`src/rtl/dma_hs_pkg.sv`:
```
package dma_hs_pkg;
   // bit positions of the synchronized strobe vector
   localparam int SI_WR  = 0;
   localparam int SI_RD  = 1;
   localparam int SI_CS  = 2;
   localparam int SI_ACK = 3;
   localparam int SI_NUM = 4;

   // what a completed bus cycle was decoded as
   typedef struct packed {
      logic ack;   // acknowledge was low during the strobe
      logic cs;    // chip select was low during the strobe
   } bus_sel_t;
endpackage

```
`src/rtl/dma_strobe_sync.sv`:
```
module dma_strobe_sync #(
   parameter int N      = 4,
   parameter int STAGES = 2
) (
   input  logic         clk,
   input  logic         rst,
   input  logic [N-1:0] async_in,
   output logic [N-1:0] level,
   output logic [N-1:0] rise
);
   generate
      if (STAGES < 2) begin : g_bad_stages
         $error("dma_strobe_sync: STAGES must be at least 2");
      end
      if (N < 1) begin : g_bad_width
         $error("dma_strobe_sync: N must be at least 1");
      end
   endgenerate

   logic [STAGES-1:0][N-1:0] stg;
   logic [N-1:0]             prev;

   // all inputs are active-low, so the idle value after reset is all ones
   always_ff @(posedge clk) begin
      if (rst) begin
         stg  <= '1;
         prev <= '1;
      end else begin
         stg  <= {stg[STAGES-2:0], async_in};
         prev <= stg[STAGES-1];
      end
   end

   assign level = stg[STAGES-1];
   assign rise  = stg[STAGES-1] & ~prev;
endmodule

```
`src/rtl/dma_dir_ctrl.sv`:
```
module dma_dir_ctrl #(
   parameter int CNT_W   = 16,
   parameter int CHUNK_W = 6,
   parameter bit CHUNKED = 1'b1
) (
   input  logic             clk,
   input  logic             rst,
   input  logic             start,
   input  logic [CNT_W-1:0] len,
   input  logic             xfer,
   input  logic             ack_rise,
   output logic             req,
   output logic             active
);
   generate
      if (CHUNK_W < 1 || CHUNK_W >= CNT_W) begin : g_bad_chunk
         $error("dma_dir_ctrl: CHUNK_W must be in 1..CNT_W-1");
      end
   endgenerate

   localparam logic [CNT_W-1:0]   CNT_ONE   = CNT_W'(1);
   localparam logic [CNT_W-1:0]   CNT_TWO   = CNT_W'(2);
   localparam logic [CHUNK_W-1:0] POS_ONE   = CHUNK_W'(1);
   localparam logic [CHUNK_W-1:0] POS_PRE   = {{(CHUNK_W-1){1'b1}}, 1'b0};

   logic [CNT_W-1:0]   remain;
   logic [CHUNK_W-1:0] pos;
   logic [CHUNK_W-1:0] pos_nx;
   logic               pending;
   logic               chunk_end;
   logic               last_xfer;
   logic               penult_xfer;

   assign pos_nx      = pos + POS_ONE;
   assign last_xfer   = (remain == CNT_ONE);
   assign penult_xfer = (remain == CNT_TWO);

   generate
      if (CHUNKED) begin : g_chunk_rule
         assign chunk_end = &pos_nx;
      end else begin : g_no_chunk_rule
         assign chunk_end = 1'b0;
      end
   endgenerate

   always_ff @(posedge clk) begin
      if (rst) begin
         active  <= 1'b0;
         req     <= 1'b0;
         pending <= 1'b0;
         remain  <= '0;
         pos     <= '0;
      end else if (start) begin
         active  <= (len != '0);
         req     <= (len != '0);
         pending <= 1'b0;
         remain  <= len;
         pos     <= '0;
      end else if (xfer && active) begin
         remain <= remain - CNT_ONE;
         pos    <= pos_nx;
         if (last_xfer) begin
            active  <= 1'b0;
            req     <= 1'b0;
            pending <= 1'b0;
         end else if (pending) begin
            // fast controller moved the byte after the drop: stay low
            pending <= 1'b0;
         end else if (penult_xfer || chunk_end) begin
            req     <= 1'b0;
            pending <= 1'b1;
         end
      end else if (ack_rise && pending && active) begin
         req     <= 1'b1;
         pending <= 1'b0;
      end
   end

   // a request is only raised inside a running block
   p_req_in_block_r4: assert property (@(posedge clk) disable iff (rst)
      req |-> active);

   // drop at transfer n-1
   p_drop_penult_r5: assert property (@(posedge clk) disable iff (rst)
      (active && xfer && !start && !pending && penult_xfer) |=> !req);

   // re-arm on acknowledge rise
   p_rearm_ack_r7: assert property (@(posedge clk) disable iff (rst)
      (active && pending && ack_rise && !xfer && !start) |=> req);

   // last byte ends the block
   p_block_done_r8: assert property (@(posedge clk) disable iff (rst)
      (active && xfer && !start && last_xfer) |=> (!active && !req));

   // byte moved while dropped keeps the request low
   p_fast_stays_low_r8: assert property (@(posedge clk) disable iff (rst)
      (active && pending && xfer && !start) |=> !req);

   generate
      if (CHUNKED) begin : g_chunk_assert
         // drop at transfer k*64-1
         p_drop_chunk_r6: assert property (@(posedge clk) disable iff (rst)
            (active && xfer && !start && !pending && !last_xfer && pos == POS_PRE)
            |=> !req);
      end
   endgenerate
endmodule

```
`src/rtl/fifo_dma_req_ctrl.sv`:
```
module fifo_dma_req_ctrl
   import dma_hs_pkg::*;
#(
   parameter int ADDR_W      = 4,
   parameter int DATA_W      = 8,
   parameter int CNT_W       = 16,
   parameter int CHUNK_W     = 6,
   parameter int SYNC_STAGES = 2,
   parameter int FIFO_ADDR   = 0,
   parameter int LEN_LO_ADDR = 1,
   parameter int LEN_HI_ADDR = 2
) (
   input  logic              clk,
   input  logic              rst,
   input  logic              wr_n,
   input  logic              rd_n,
   input  logic              cs_n,
   input  logic              dack_n,
   input  logic [ADDR_W-1:0] addr,
   input  logic [DATA_W-1:0] wdata,
   input  logic              rx_blk_ready,
   input  logic [CNT_W-1:0]  rx_blk_len,
   output logic              drq_tx,
   output logic              drq_rx,
   output logic              tx_push,
   output logic              rx_pop
);
   generate
      if (CNT_W != 2 * DATA_W) begin : g_bad_cnt
         $error("fifo_dma_req_ctrl: CNT_W must equal two data bytes");
      end
      if (FIFO_ADDR == LEN_LO_ADDR || FIFO_ADDR == LEN_HI_ADDR ||
          LEN_LO_ADDR == LEN_HI_ADDR) begin : g_bad_map
         $error("fifo_dma_req_ctrl: register addresses must differ");
      end
      if (FIFO_ADDR >= (1 << ADDR_W) || LEN_LO_ADDR >= (1 << ADDR_W) ||
          LEN_HI_ADDR >= (1 << ADDR_W)) begin : g_bad_addr
         $error("fifo_dma_req_ctrl: address out of range");
      end
   endgenerate

   localparam logic [ADDR_W-1:0] A_FIFO = ADDR_W'(FIFO_ADDR);
   localparam logic [ADDR_W-1:0] A_LO   = ADDR_W'(LEN_LO_ADDR);
   localparam logic [ADDR_W-1:0] A_HI   = ADDR_W'(LEN_HI_ADDR);

   logic [SI_NUM-1:0] raw_in, lvl, rise;
   assign raw_in[SI_WR]  = wr_n;
   assign raw_in[SI_RD]  = rd_n;
   assign raw_in[SI_CS]  = cs_n;
   assign raw_in[SI_ACK] = dack_n;

   dma_strobe_sync #(.N(SI_NUM), .STAGES(SYNC_STAGES)) u_sync (
      .clk     (clk),
      .rst     (rst),
      .async_in(raw_in),
      .level   (lvl),
      .rise    (rise)
   );

   // capture of the bus cycle while a strobe is held low
   bus_sel_t          cap_sel;
   logic [ADDR_W-1:0] cap_addr;
   logic [DATA_W-1:0] cap_data;
   logic [DATA_W-1:0] len_lo;

   always_ff @(posedge clk) begin
      if (rst) begin
         cap_sel  <= '0;
         cap_addr <= '0;
         cap_data <= '0;
      end else if (!lvl[SI_WR] || !lvl[SI_RD]) begin
         cap_sel.ack <= !lvl[SI_ACK];
         cap_sel.cs  <= !lvl[SI_CS];
         cap_addr    <= addr;
         cap_data    <= wdata;
      end
   end

   logic fifo_sel, reg_sel;
   logic tx_xfer, rx_xfer, lo_wr, tx_start, rx_start;
   logic tx_active, rx_active;
   logic [CNT_W-1:0] tx_len;

   assign fifo_sel = cap_sel.ack || (cap_sel.cs && cap_addr == A_FIFO);
   assign reg_sel  = !cap_sel.ack && cap_sel.cs;
   assign tx_xfer  = rise[SI_WR] && fifo_sel;
   assign rx_xfer  = rise[SI_RD] && fifo_sel;
   assign lo_wr    = rise[SI_WR] && reg_sel && cap_addr == A_LO;
   assign tx_start = rise[SI_WR] && reg_sel && cap_addr == A_HI;
   assign tx_len   = {cap_data, len_lo};
   assign rx_start = rx_blk_ready && !rx_active;

   always_ff @(posedge clk) begin
      if (rst) begin
         len_lo  <= '0;
         tx_push <= 1'b0;
         rx_pop  <= 1'b0;
      end else begin
         if (lo_wr) len_lo <= cap_data;
         tx_push <= tx_xfer;
         rx_pop  <= rx_xfer;
      end
   end

   dma_dir_ctrl #(.CNT_W(CNT_W), .CHUNK_W(CHUNK_W), .CHUNKED(1'b1)) u_tx (
      .clk     (clk),
      .rst     (rst),
      .start   (tx_start),
      .len     (tx_len),
      .xfer    (tx_xfer),
      .ack_rise(rise[SI_ACK]),
      .req     (drq_tx),
      .active  (tx_active)
   );

   dma_dir_ctrl #(.CNT_W(CNT_W), .CHUNK_W(CHUNK_W), .CHUNKED(1'b1)) u_rx (
      .clk     (clk),
      .rst     (rst),
      .start   (rx_start),
      .len     (rx_blk_len),
      .xfer    (rx_xfer),
      .ack_rise(rise[SI_ACK]),
      .req     (drq_rx),
      .active  (rx_active)
   );

   // an acknowledged write never loads the length registers
   p_ack_no_reg_r2: assert property (@(posedge clk) disable iff (rst)
      (rise[SI_WR] && cap_sel.ack) |=> $stable(len_lo));
endmodule

```
`config.mk`:
```
export PLATFORM = sky130hd
export DESIGN_NAME = fifo_dma_req_ctrl
export DESIGN_NICKNAME = d
export VERILOG_FILES = /design/src/rtl/dma_hs_pkg.sv /design/src/rtl/dma_strobe_sync.sv /design/src/rtl/dma_dir_ctrl.sv /design/src/rtl/fifo_dma_req_ctrl.sv
export SDC_FILE = /design/constraint.sdc
export NUM_CORES = 1
export LEC_CHECK = 0
export BUFFER_PORTS_ARGS = -buffer_cell sky130_fd_sc_hd__buf_4
export CAP_MARGIN = 5
export CORE_ASPECT_RATIO = 1.2
export CORE_MARGIN = 2
export CORE_UTILIZATION = 50
export DETAILED_ROUTE_END_ITERATION = 10
export GPL_TIMING_DRIVEN = 0
export HOLD_SLACK_MARGIN = 0.1
export PLACE_DENSITY = 0.72
export SLEW_MARGIN = 15
export SYNTH_ARGS = -nofsm -noshare
export SYNTH_HDL_FRONTEND = slang
export SYNTH_SLANG_ARGS = --single-unit
```
`constraint.sdc`:
```
create_clock -name clk -period 2 [get_ports clk]
set_input_delay 0.1 -clock clk [delete_from_list [all_inputs] [get_ports clk]]
set_output_delay 0.1 -clock clk [all_outputs]
set_load 0.005 [all_outputs]
```
==> metrics <==
outcome=finished with violations; failing checks=negative setup slack; adder-cell share of the synthesized area=0.0310; CTS tree=built; Slew HR=0.509; worst vdd ir=0.440 mV; Port Buffer Count=37; H-tree Lvls=3; Mapped Cells=471; CP arrival=2230 ps; XOR/XNOR Fraction of Synth Area=0.0369; DR vias/cell=5.85; Top FF cell, synth=dfxtp_1; Post-Synthesis Cell Area=0.00403 sq mm; HPWL Detailed=7140 microns; Syn Area/Cell=8.56 sq um; Compound-Gate Fraction of Synth Area=0.173; initial antenna violation count=0; GR Overflow Total=0; largest net degree at the start of global routing=15; asr flop ratio synth=0; simple-gate area share of the yosys netlist=0.288; number of global-route vias before repair=3567; Slew @ Worst Pin=736 ps; Distinct cells, synth=64; commonest non-fill, non-tap cell in the layout=dfxtp_1; Worst Clk Skew=8.58 ps; fill count=666; crit share post-route=1.00; ratio of cells with drive above 1 in the final layout=0.232; Area Growth Syn to Fin=29.3%; Initial DRC Count=223; CTS Sinks=85; CTS Buf Count=9; Finished Layout Cells=656; min Tclk post-route=2010 ps; Die Area=0.00880 sq mm; RSZ-0062 raised after global routing=true; # rows=35; clock root cell=clkbuf_8; die height=102 microns; RD Place Congestion=0.857; Worst Path Required=2230 ps; Skew-Pair Late Insertion Delay=360 ps; max frequency=499 MHz; Power Density=655 mW/mm^2; Post-Place Cells=600; Post-Syn Nets=516; number of synthesized flops with an enable pin=0; DR WL/cell=16.5 microns; mux contribution to synthesized area=0.0224; Pre-antenna DRT Iters=5; Crit Path Class=flip-flop to flip-flop; Core ar.=0.00775 sq mm; initial core utilization=0.520; final wirelength=10800 microns; Util after Layout=0.672; final hold viol count=0; GRT Total Usage=0.246; synth warn=0; most frequent cells in the layout=dfxtp_1, nand2_1, nor2_1; Die X=86.0 microns; Max Slew Vio Count=0; post-route ant nets=0; Finish-stage setup viols=1; Worst-path clk slew=90 ps; FF+latch count, synth=85; Layout Nets=605; Crit Path Max Fanout=7; first-pass GRT wire length=16900 microns; Final WS setup=-5.18 ps; Worst setup EP type=flip-flop; Startpoint Class=flip-flop; largest family of logic cells by synthesized area=simple AND/OR/NAND/NOR gates; max_cap viols=0; drt drc=0; type of the worst min-delay path=primary input to flip-flop; LEAKAGE=1.95 nW; Hold Slack=132 ps; register area share after synthesis=0.422; IO Count=39; via count=3837; ant diodes=0; Clock Path Buffers=2
[routing by layer]
| metal | wire length, microns | vias up | global-route usage | share of wire |
|---|---|---|---|---|
| met2 | 5430 | 114 | 0.425 | 0.50 |
| met4 | 250 | 0 | 0.118 | 0.023 |
| met1 | 4610 | 1802 | 0.297 | 0.43 |
| li1 | - | 1895 | - | - |
| met5 | 0 | - | 0 | 0 |
| met3 | 521 | 26 | 0.0428 | 0.048 |
[layout make-up]
type                    count  area, sq um  area share
multi-input cells         359         2400       0.460
flip-flops and latches     85         1720       0.330
inverters                   7         26.3     0.00504
repair buffers             79          672       0.129
well taps                  92          115      0.0221
plain buffers              19         90.1      0.0173
clock buffers               9          124      0.0238
clock inverters             6         65.1      0.0125
[synth_stat cells (2+ instances only)]
| cell type | number | area [sq um] |
|---|---|---|
| a211oi_1 | 12 | 90.1 |
| ha_1 | 10 | 125 |
| clkbuf_1 | 17 | 63.8 |
| nand2_1 | 56 | 210 |
| inv_1 | 7 | 26.3 |
| dfxtp_1 | 85 | 1700 |
| a22oi_1 | 2 | 15.0 |
| nand4_1 | 9 | 56.3 |
| or2_2 | 13 | 81.3 |
| o311ai_0 | 4 | 35.0 |
| nor4_1 | 11 | 68.8 |
| a31oi_1 | 10 | 62.6 |
| nand2b_1 | 4 | 25.0 |
| nand3b_1 | 4 | 30.0 |
| xor2_1 | 12 | 105 |
| and2_1 | 2 | 12.5 |
| o21ai_0 | 7 | 35.0 |
| and3_1 | 3 | 18.8 |
| nand3_1 | 18 | 90.1 |
| mux2i_1 | 9 | 90.1 |
| nor2_1 | 55 | 206 |
| xnor2_1 | 5 | 43.8 |
| o211ai_1 | 9 | 67.6 |
| nor3_1 | 11 | 55.1 |
| nor2b_1 | 4 | 25.0 |
| a221oi_1 | 3 | 26.3 |
| a32oi_1 | 2 | 17.5 |
| a21oi_1 | 35 | 175 |
| nand4b_1 | 4 | 35.0 |
| or3_1 | 8 | 50.1 |
| nor3b_1 | 6 | 45.0 |
| or4_1 | 2 | 15.0 |
[per-stage QoR]
stage          instance area, sq um  setup TNS [ps]  power [mW]  worst slack, ps
6_report                       5210           -5.18        3.41            -5.18
2_1_floorplan                  4030               0        2.01             42.2
3_3_place_gp                   4420            -503        2.14             -176
3_5_place_dp                   4420            -654        2.15             -221
4_1_cts                        4980           -29.7        3.37            -29.7
5_1_grt                        5210            -122        3.53            -53.1
[flip-flops by register name, summed over array words and instances, names as in the netlist]
signal and cells:
u_sync.prev 3, u_tx.pending 1, u_rx.remain 16, u_rx.req 1, u_rx.pending 1, cap_addr 4, rx_pop 1, len_lo 8
u_sync.level 4, u_tx.req 1, u_sync.stg 4, cap_sel 2, u_tx.pos 6, cap_data 8, tx_push 1, u_rx.active 1
u_tx.active 1, u_tx.remain 16, u_rx.pos 6
[logic make-up (layout without fill, tap and decap cells)]
| logic type | after synthesis | count (layout) |
|---|---|---|
| buf+inv | 27 | 120 |
| mux | 9 | 9 |
| flops | 85 | 85 |
| compound gates | 100 | 100 |
| xor+xnor | 17 | 17 |
| fa+ha+maj | 10 | 10 |
| simple gates | 223 | 223 |
[worst max-delay path: stages (launching register included)]
cell and delay [ps]:
dfxtp_2 360, or4_4 570, nor4_4 260, buf_4 190, nand3_2 140, o311ai_2 260, a21oi_1 100
[final timing paths]
kind | start | endpoint | slack (ps) | cells past startpoint
worst max register to register | u_rx.remain[2] | u_rx.remain[14] | -5 | 6
worst min register to register | u_sync.level[2] | cap_sel[0] | 410 | 1
worst min-delay path | rx_blk_len[7] | u_rx.remain[7] | 130 | 3
worst max-delay path | u_rx.remain[2] | u_rx.remain[14] | -5 | 6
[where the power goes]
| group | switching, mW | total [mW] | internal, mW |
|---|---|---|---|
| clock | 0.623 | 1.19 | 0.570 |
| sequential | 0.0604 | 1.80 | 1.74 |
| combinational | 0.215 | 0.418 | 0.202 |
[what timing repair did]
item | in CTS | in global routing
cloned | 0 | 1
pin swaps | 1 | 14
resized for setup | 11 | 48
hold buffers | 30 | 0
endpoints found under the setup margin | 20 | 31
setup buffers | 3 | 8
endpoints found under the hold margin | 30 | 0
No activity file was read; power rests on OpenSTA's default activity.
